`src/rtl/serial_frame_rx.sv`:
```
module serial_frame_rx #(
  parameter int OVS = 16
) (
  input  logic       clk,
  input  logic       rst_n,
  input  logic       run,
  input  logic       os_tick,
  input  logic       rx_pin,
  input  logic       lb_line,
  input  logic       lb_en,
  input  logic [2:0] len_sel,
  input  logic       addr_mode,
  input  logic       par_en,
  input  logic       par_even,
  input  logic       two_stop,
  output logic [7:0] rx_data,
  output logic       rx_valid,
  output logic       rx_addr,
  output logic       par_err,
  output logic       frm_err
);
  localparam int CW = $clog2(OVS);
  localparam logic [CW-1:0] HALF = CW'(OVS/2 - 1);
  localparam logic [CW-1:0] LAST = CW'(OVS - 1);

  typedef enum logic [1:0] {S_IDLE, S_START, S_BITS, S_STOP} st_t;
  st_t st;
  logic [1:0]    sync_q;
  logic [CW-1:0] cnt;
  logic [3:0]    idx;
  logic [9:0]    bits;
  logic          second, ferr;

  wire       line_in = lb_en ? lb_line : rx_pin;
  wire       line    = sync_q[1];
  wire [3:0] apos    = {1'b0, len_sel} + 4'd1;
  wire [3:0] ppos    = apos + {3'b0, addr_mode};
  wire [3:0] nbits   = ppos + {3'b0, par_en};
  wire [7:0] mask    = 8'hFF >> (3'd7 - len_sel);
  wire       abit    = addr_mode & bits[apos];
  wire       pvec    = ^(bits[7:0] & mask) ^ abit ^ bits[ppos];
  wire       perr    = par_en & (par_even ? pvec : ~pvec);

  always_ff @(posedge clk or negedge rst_n) begin
    if (!rst_n) begin
      st <= S_IDLE; sync_q <= 2'b11; cnt <= '0; idx <= '0; bits <= '0;
      second <= 1'b0; ferr <= 1'b0;
      rx_data <= '0; rx_valid <= 1'b0; rx_addr <= 1'b0; par_err <= 1'b0; frm_err <= 1'b0;
    end else if (!run) begin
      st <= S_IDLE; sync_q <= 2'b11; cnt <= '0; idx <= '0; bits <= '0;
      second <= 1'b0; ferr <= 1'b0;
      rx_data <= '0; rx_valid <= 1'b0; rx_addr <= 1'b0; par_err <= 1'b0; frm_err <= 1'b0;
    end else begin
      rx_valid <= 1'b0;
      sync_q   <= {sync_q[0], line_in};
      if (os_tick) begin
        case (st)
          S_IDLE:
            if (!line) begin
              st  <= S_START;
              cnt <= '0;
            end
          S_START:
            if (cnt == HALF) begin
              cnt  <= '0;
              idx  <= '0;
              bits <= '0;
              st   <= line ? S_IDLE : S_BITS;
            end else cnt <= cnt + 1'b1;
          S_BITS:
            if (cnt == LAST) begin
              cnt       <= '0;
              bits[idx] <= line;
              idx       <= idx + 4'd1;
              if (idx == nbits - 4'd1) begin
                st     <= S_STOP;
                second <= 1'b0;
                ferr   <= 1'b0;
              end
            end else cnt <= cnt + 1'b1;
          S_STOP:
            if (cnt == LAST) begin
              cnt <= '0;
              if (two_stop && !second) begin
                second <= 1'b1;
                ferr   <= ~line;
              end else begin
                st       <= S_IDLE;
                rx_valid <= 1'b1;
                rx_data  <= bits[7:0] & mask;
                rx_addr  <= abit;
                par_err  <= perr;
                frm_err  <= ferr | ~line;
              end
            end else cnt <= cnt + 1'b1;
          default: st <= S_IDLE;
        endcase
      end
    end
  end
endmodule

```
`config.mk`:
```
export PLATFORM = sky130hd
export DESIGN_NAME = serial_frame_rx
export DESIGN_NICKNAME = d
export VERILOG_FILES = /design/src/rtl/serial_frame_rx.sv
export SDC_FILE = /design/constraint.sdc
export NUM_CORES = 1
export LEC_CHECK = 0
export BUFFER_PORTS_ARGS = -buffer_cell sky130_fd_sc_hd__buf_2
export CAP_MARGIN = 10
export CORE_MARGIN = 2
export CORE_UTILIZATION = 40
export DETAILED_ROUTE_END_ITERATION = 8
export PLACE_DENSITY_LB_ADDON = 0.25
export SYNTH_ARGS = -nofsm -noshare
export SYNTH_HDL_FRONTEND = slang
export SYNTH_SLANG_ARGS = --single-unit
```
`constraint.sdc`:
```
create_clock -name clk -period 3.4 [get_ports clk]
set_clock_uncertainty 0.2 [all_clocks]
set_input_delay 0.17 -clock clk [delete_from_list [all_inputs] [get_ports clk]]
set_output_delay 0.17 -clock clk [all_outputs]
set_load 0.005 [all_outputs]
```
==> metrics.md, run 1 <==
| Metric | Value |
|---|---|
| Buffers on Ports | `25` |
| CTS root buf | `clkbuf_8` |
| H-tree depth | `2` |
| Ys async rst share | `100%` |
| Worst r2r src | `bits[1]` |
| Worst-margin pin slew | `0.857 ns` |
| Clock-pin slew on the worst setup and hold paths | `0.07 ns` |
| Clock Latency Late Sink | `0.28 ns` |
| Total GRT Usage | `17.4%` |
| Core Box Area | `5570 µm²` |
| CTS tree | `built` |
| CTS-repair resized insts | `0` |
| DRC Markers | `0` |
| Post-CTS Repair Setup Buffers | `0` |
| Drt wl/cell | `14.5 µm` |
| Max cap viols | `0` |
| # IOs | `26` |
| Die height | `80.3 µm` |
| Yosys reg bits | `36` |
| Die Width | `80.3 µm` |
| Number of max-slew violations in the final report | `0` |
| Critical Path, Cell by Cell | `buf_2 -> inv_1 -> ha_1 -> ha_1 -> mux4_1 -> mux2_2 -> mux2i_1 -> xnor2_1 -> xnor3_1 -> a32o_2` |
| Cell Rows | `27` |
| CTS Buffer Depth | `2` |
| Crit path time final | `2.75 ns` |
| Post-synth EDFFs | `0` |
| Commonest cells after routing, fill and taps aside | `dfrtp_1, nand2_1, buf_2` |
| Most common cell after layout, fill and taps aside | `dfrtp_1` |
| Crit Path Category | `input port to register` |
| Initial DRC count | `140` |
| Hold WC Path Type | `input port to register` |
| Cts hold-fix bufs | `6` |
| Synth top area share | `36.5%` |
| Final net count | `306` |
| DRT Wirelength | `5100 µm` |
| Dominant cells by area after synthesis | `dfrtp_1, ha_1, nand2_1, o21ai_0, o21ai_1` |
| Vias in the first global route | `1793` |
| Die area | `6450 µm²` |
| Synth Flop Type | `dfrtp_1` |
| CTS buffer count | `5` |
| Seq/Total Area, Yosys | `38.8%` |
| Setup violators final | `0` |
| F_max | `0.363 GHz` |
| Status | `completed` |
| Largest area contributor in the netlist | `dfrtp_1` |
| Area Growth Syn to Fin | `14.8%` |
| CP Capture Point | `par_err` |
| CTS sink count | `36` |
| Vias/cell | `5.45` |
| CP Data Required Time | `3.38 ns` |
| Design Area, Final | `2680 µm²` |
| Routed Antenna Nets | `0` |
| Antenna cells | `0` |
| VDD IR-drop max | `144 µV` |
| Final count of hold timing violations | `0` |
| R2R setup slack | `0.84 ns` |
| YS warnings | `0` |
| Critical-path maximum fanout | `9` |
| Syn_area_per_cell | `9.40 µm²` |
| Worst r2r dst | `par_err` |
| Syn Inst Count | `248` |
| Startpoint Class | `input port` |
| Syn Nets | `275` |
| HPWL after detailed placement | `3740 µm` |
| Vias | `1920` |
| GRT overflow | `0` |
| Non-filler cells, final | `352` |
| CP arrival | `2.73 ns` |
| Pre-antenna DRT Iters | `4` |
| Mapped cell area | `2330 µm²` |
| Setup_tns | `0 ns` |
| Power Density | `350 nW/µm²` |
| Initial core utilization | `41.8%` |
| First-pass GRT wire length | `8780 µm` |
| Placed inst area | `2520 µm²` |
| Initial antenna violation count | `0` |
| Worst setup path start | `len_sel[0]` |
| RSZ-0062 raised after global routing | `no` |
| Synth cell types | `51` |
| Layout cell share with drive strength beyond 1 | `15.4%` |
| Rel. slew slack | `42.9%` |
| Fin crit share | `81.0%` |
| Post-Place Cells | `338` |
| R2r worst-path depth | `6` |
| Routability cong. | `0.913` |
| Pleak | `0.00129 µW` |
| Critical path endpoint category | `register` |
| Critical Path Most Common Cell | `ha_1` |
| Largest net degree at the start of global routing | `37` |
| CP max-delay cell | `xnor3_1` |
| Max incr delay on CP | `0.41 ns` |
synth_stat cells (7+ instances only):
cell type,number
xnor2_1,8
dfrtp_1,34
inv_1,14
ha_1,13
nand3_1,9
clkbuf_1,7
a21oi_1,13
o21ai_1,14
o21ai_0,17
nand2_1,32
nor2_1,11
metrics by stage:
step / worst slack [ns] / hold WS [ns] / util [%] / total power (µW)
3_3_place_gp: 0.405 / 0.113 / 45.3 / 623
4_1_cts: 0.651 / 0.0346 / 48.0 / 947
6_report: 0.647 / 0.0405 / 48.0 / 936
5_1_grt: 0.483 / 0.0533 / 48.0 / 996
2_1_floorplan: 0.539 / -0.326 / - / 584
3_5_place_dp: 0.365 / 0.113 / 45.3 / 626
final cells by class:
cell class              instances  area (µm²)
fillers                       544        2900
multi-input cells             188        1340
flip-flops and latches         36         903
repair buffers                 33         200
clock buffers                   8        90.1
well taps                      72        90.1
inverters                      15        56.3
where the power goes:
part | switching (µW) | internal (µW)
logic | 89.4 | 71.2
registers | 24.2 | 439
clock network | 147 | 165
total | 260 | 676
metal layers:
layer / wire length [µm] / track usage (%) / up-vias
met4: 59 / 6.27 / 0
met3: 241 / 2.92 / 8
met2: 2330 / 27.0 / 53
li1: - / - / 953
met1: 2470 / 24.3 / 906
met5: 0 / 0 / -
worst max-delay path: cells and delay by family:
| kind | cells | cell delay (ns) |
|---|---|---|
| AO/OA/AOI/OAI | 1 | 0.26 |
| XOR/XNOR | 2 | 0.55 |
| adder cells (fa/ha/maj) | 2 | 0.75 |
| buffers and inverters | 2 | 0.25 |
| multiplexers | 3 | 0.73 |
worst min path at each step:
stage                  from       to  slack [ns]  cells after the start
finish              os_tick   cnt[0]        0.04                      3
global route        os_tick   cnt[0]        0.05                      3
CTS                 os_tick   cnt[0]        0.03                      3
detailed placement    rst_n   second        0.11                      1
global placement      rst_n   second        0.11                      1
floorplan             rst_n  bits[0]       -0.33                      0
logic make-up after synthesis:
logic type / after synthesis / synth area share (%)
compound gates: 73 / 21.0
simple gates: 78 / 16.1
fa+ha+maj: 13 / 6.98
xor+xnor: 14 / 6.76
buf+inv: 24 / 3.97
flops: 36 / 38.8
mux: 10 / 6.39
state kept, by name, indices dropped and copies added (netlist names):
register  cells
rx_data       8
rx_valid      1
rx_addr       1
idx           4
second        1
st            2
ferr          1
cnt           4
frm_err       1
bits         10
sync_q        2
par_err       1
(Power assumes the default switching activity.)
==> run 2: changes to the inputs <==
clock period = 2.3 ns   (was 3.4 ns; I/O delays follow)
==> metrics.md, run 2 (same netlist as run 1, synthesis figures left out) <==
| Metric | Value |
|---|---|
| CTS sink count | `36 (unchanged)` |
| NetSw | `431 µW (+66%)` |
| Comb pwr share | `20.5% (+3.3 points)` |
| Sequential power share | `42.8% (-6.7 points)` |
| Pint | `1120 µW (+66%)` |
| Vias | `2027 (+5.6%)` |
| Initial core utilization | `41.8% (unchanged)` |
| Worst r2r src | `bits[0]` |
| Final net count | `331 (+8.2%)` |
| Cell Rows | `27 (unchanged)` |
| Initial antenna violation count | `0 (unchanged)` |
| CTS tree | `built` |
| CTS buffer count | `5 (unchanged)` |
| Hold path start | `par_en` |
| # IOs | `26 (unchanged)` |
| Bufs and invs on worst path | `0 (-2)` |
| Pre-CTS setup slack | `-0.223 ns (-0.588 ns)` |
| Status | `completed` |
| Critical Path, Cell by Cell | `mux4_2 -> mux2_4 -> mux2i_2 -> xnor2_1 -> xnor3_1 -> a32o_2` |
| Crit Path Category | `register to register` |
| Die area | `6450 µm² (unchanged)` |
| Max cap viols | `0 (unchanged)` |
| Power Density | `525 nW/µm² (+50%)` |
| Core Box Area | `5570 µm² (unchanged)` |
| HPWL after detailed placement | `4140 µm (+11%)` |
| Die height | `80.3 µm (unchanged)` |
| DRC Markers | `0 (unchanged)` |
| Initial DRC count | `102 (-27%)` |
| CP max-delay cell | `mux4_2` |
| Critical path endpoint category | `register` |
| RSZ-0062 raised after global routing | `yes` |
| Total GRT Usage | `19.0% (+1.6 points)` |
| Die Width | `80.3 µm (unchanged)` |
| Vias in the first global route | `2084 (+16%)` |
| Filler cells | `506 (-7.0%)` |
| Final count of hold timing violations | `0 (unchanged)` |
| Worst setup path start | `bits[0]` |
| Max incr delay on CP | `0.47 ns (+0.06 ns)` |
| Commonest cells after routing, fill and taps aside | `dfrtp_1, nand2_1, buf_4` |
| CP arrival | `2.24 ns (-0.49 ns)` |
| CTS Buffer Depth | `2 (unchanged)` |
| Worst-margin pin slew | `0.818 ns (-0.0389 ns)` |
| GRT overflow | `0 (unchanged)` |
| Total area of sequential cells | `903 µm² (unchanged)` |
| Setup ws final | `0.0523 ns (-0.594 ns)` |
| VDD IR-drop max | `261 µV (+81%)` |
| Largest regs | `bits x10, rx_data x8` |
| Layout cell share with drive strength beyond 1 | `26.2% (+11 points)` |
| Final Util | `53.0% (+5.0 points)` |
| Drt wl/cell | `14.4 µm (-0.62%)` |
| Number of max-slew violations in the final report | `0 (unchanged)` |
| Antenna cells | `0 (unchanged)` |
| Crit path time final | `2.25 ns` |
| Area Growth Syn to Fin | `26.7%` |
| Pre-antenna DRT Iters | `4 (unchanged)` |
| Post-Place Cells | `363 (+7.4%)` |
| First-pass GRT wire length | `9580 µm (+9.0%)` |
| CTS root buf | `clkbuf_8` |
| Most common cell after layout, fill and taps aside | `dfrtp_1` |
| CP Data Required Time | `2.29 ns (-1.09 ns)` |
| Cell family with most CP delay | `multiplexers` |
| Routed Antenna Nets | `0 (unchanged)` |
| Clock Latency Late Sink | `0.30 ns (+0.02 ns)` |
| Max reg flops | `10 (unchanged)` |
| Critical-path maximum fanout | `3 (-6)` |
| Buffers on Ports | `25 (unchanged)` |
| Total power | `1550 µW (+66%)` |
| Hold WC Path Type | `input port to register` |
| Area of the multi-input gates | `1390 µm² (+4.1%)` |
| F_max | `0.445 GHz` |
| Routability cong. | `0.830 (-9.1%)` |
| Largest net degree at the start of global routing | `37 (unchanged)` |
| Vias/cell | `5.38 (-1.4%)` |
| Switching portion of total power | `27.8% (about the same)` |
| Clk network pwr share | `36.6% (+3.3 points)` |
| Setup violators final | `0 (unchanged)` |
| H-tree depth | `2 (unchanged)` |
| Non-filler cells, final | `377 (+7.1%)` |
| Pleak | `0.00142 µW (+10%)` |
| Largest register by flop count | `bits` |
| Fin crit share | `97.7%` |
| Rel. slew slack | `45.5% (+2.6 points)` |
| Clock-pin slew on the worst setup and hold paths | `0.08 ns (about the same)` |
| DRT Wirelength | `5430 µm (+6.4%)` |
| Startpoint Class | `register` |
## run 2: cell types whose count changed in the layout (fill, tap and decap cells not counted), moves of 2 or more
cell	previous run	this run
buf_4	2	27
ha_1	13	9
ha_4	0	3
clkbuf_1	2	0
mux2_4	0	2
mux4_1	2	0
mux4_2	1	3
## run 2: layout make-up
type	instances	area share [%]
clock buffers	5	2.33
clock inverters	3	1.44
inverters	15	2.16
multi-input cells	188	47.1
flip-flops and latches	36	30.6
repair buffers	58	13.4
well taps	72	3.05
## run 2: path summary, 6_finish.rpt
path / end / slack [ns] / depth (start not counted)
max: par_err / 0.05 / 6
max reg2reg: par_err / 0.05 / 6
max in group asynchronous: ferr / 1.13 / 2
min in group asynchronous: st[0] / 0.25 / 2
min reg2reg: rx_data[7] / 0.28 / 2
min: par_err / 0.04 / 2
## run 2: layer usage
metal	track usage (%)	vias up	wire length, µm
li1	-	1005	-
met1	24.5	959	2600
met2	32.3	56	2530
met3	2.81	7	221
met4	6.44	0	76
met5	0	-	0
## run 2: power groups by stage
stage / logic (µW) / clock network [µW] / registers [µW]
2_1_floorplan: 209 / 0 / 673
6_report: 318 / 568 / 665
4_1_cts: 319 / 587 / 664
5_1_grt: 360 / 615 / 668
3_3_place_gp: 304 / 0 / 676
3_5_place_dp: 309 / 0 / 677
## run 2: timing repair
item / CTS / global route
hold buffers: 7 / 0
endpoints found under the hold margin: 40 / 0
setup buffers: 0 / 0
gates resized for setup: 0 / 4
endpoints found under the setup margin: 0 / 13
## run 2: per-stage QoR
| step | TNS (ns) | hold WS (ns) | cell area [µm²] |
|---|---|---|---|
| floorplan | -0.0728 | -0.381 | 2400 |
| finish | 0 | 0.0353 | 2950 |
| global route | -0.0549 | 0.0411 | 2950 |
| CTS | 0 | 0.0394 | 2950 |
| global placement | -0.482 | 0.0631 | 2760 |
| detailed placement | -0.646 | 0.0701 | 2760 |
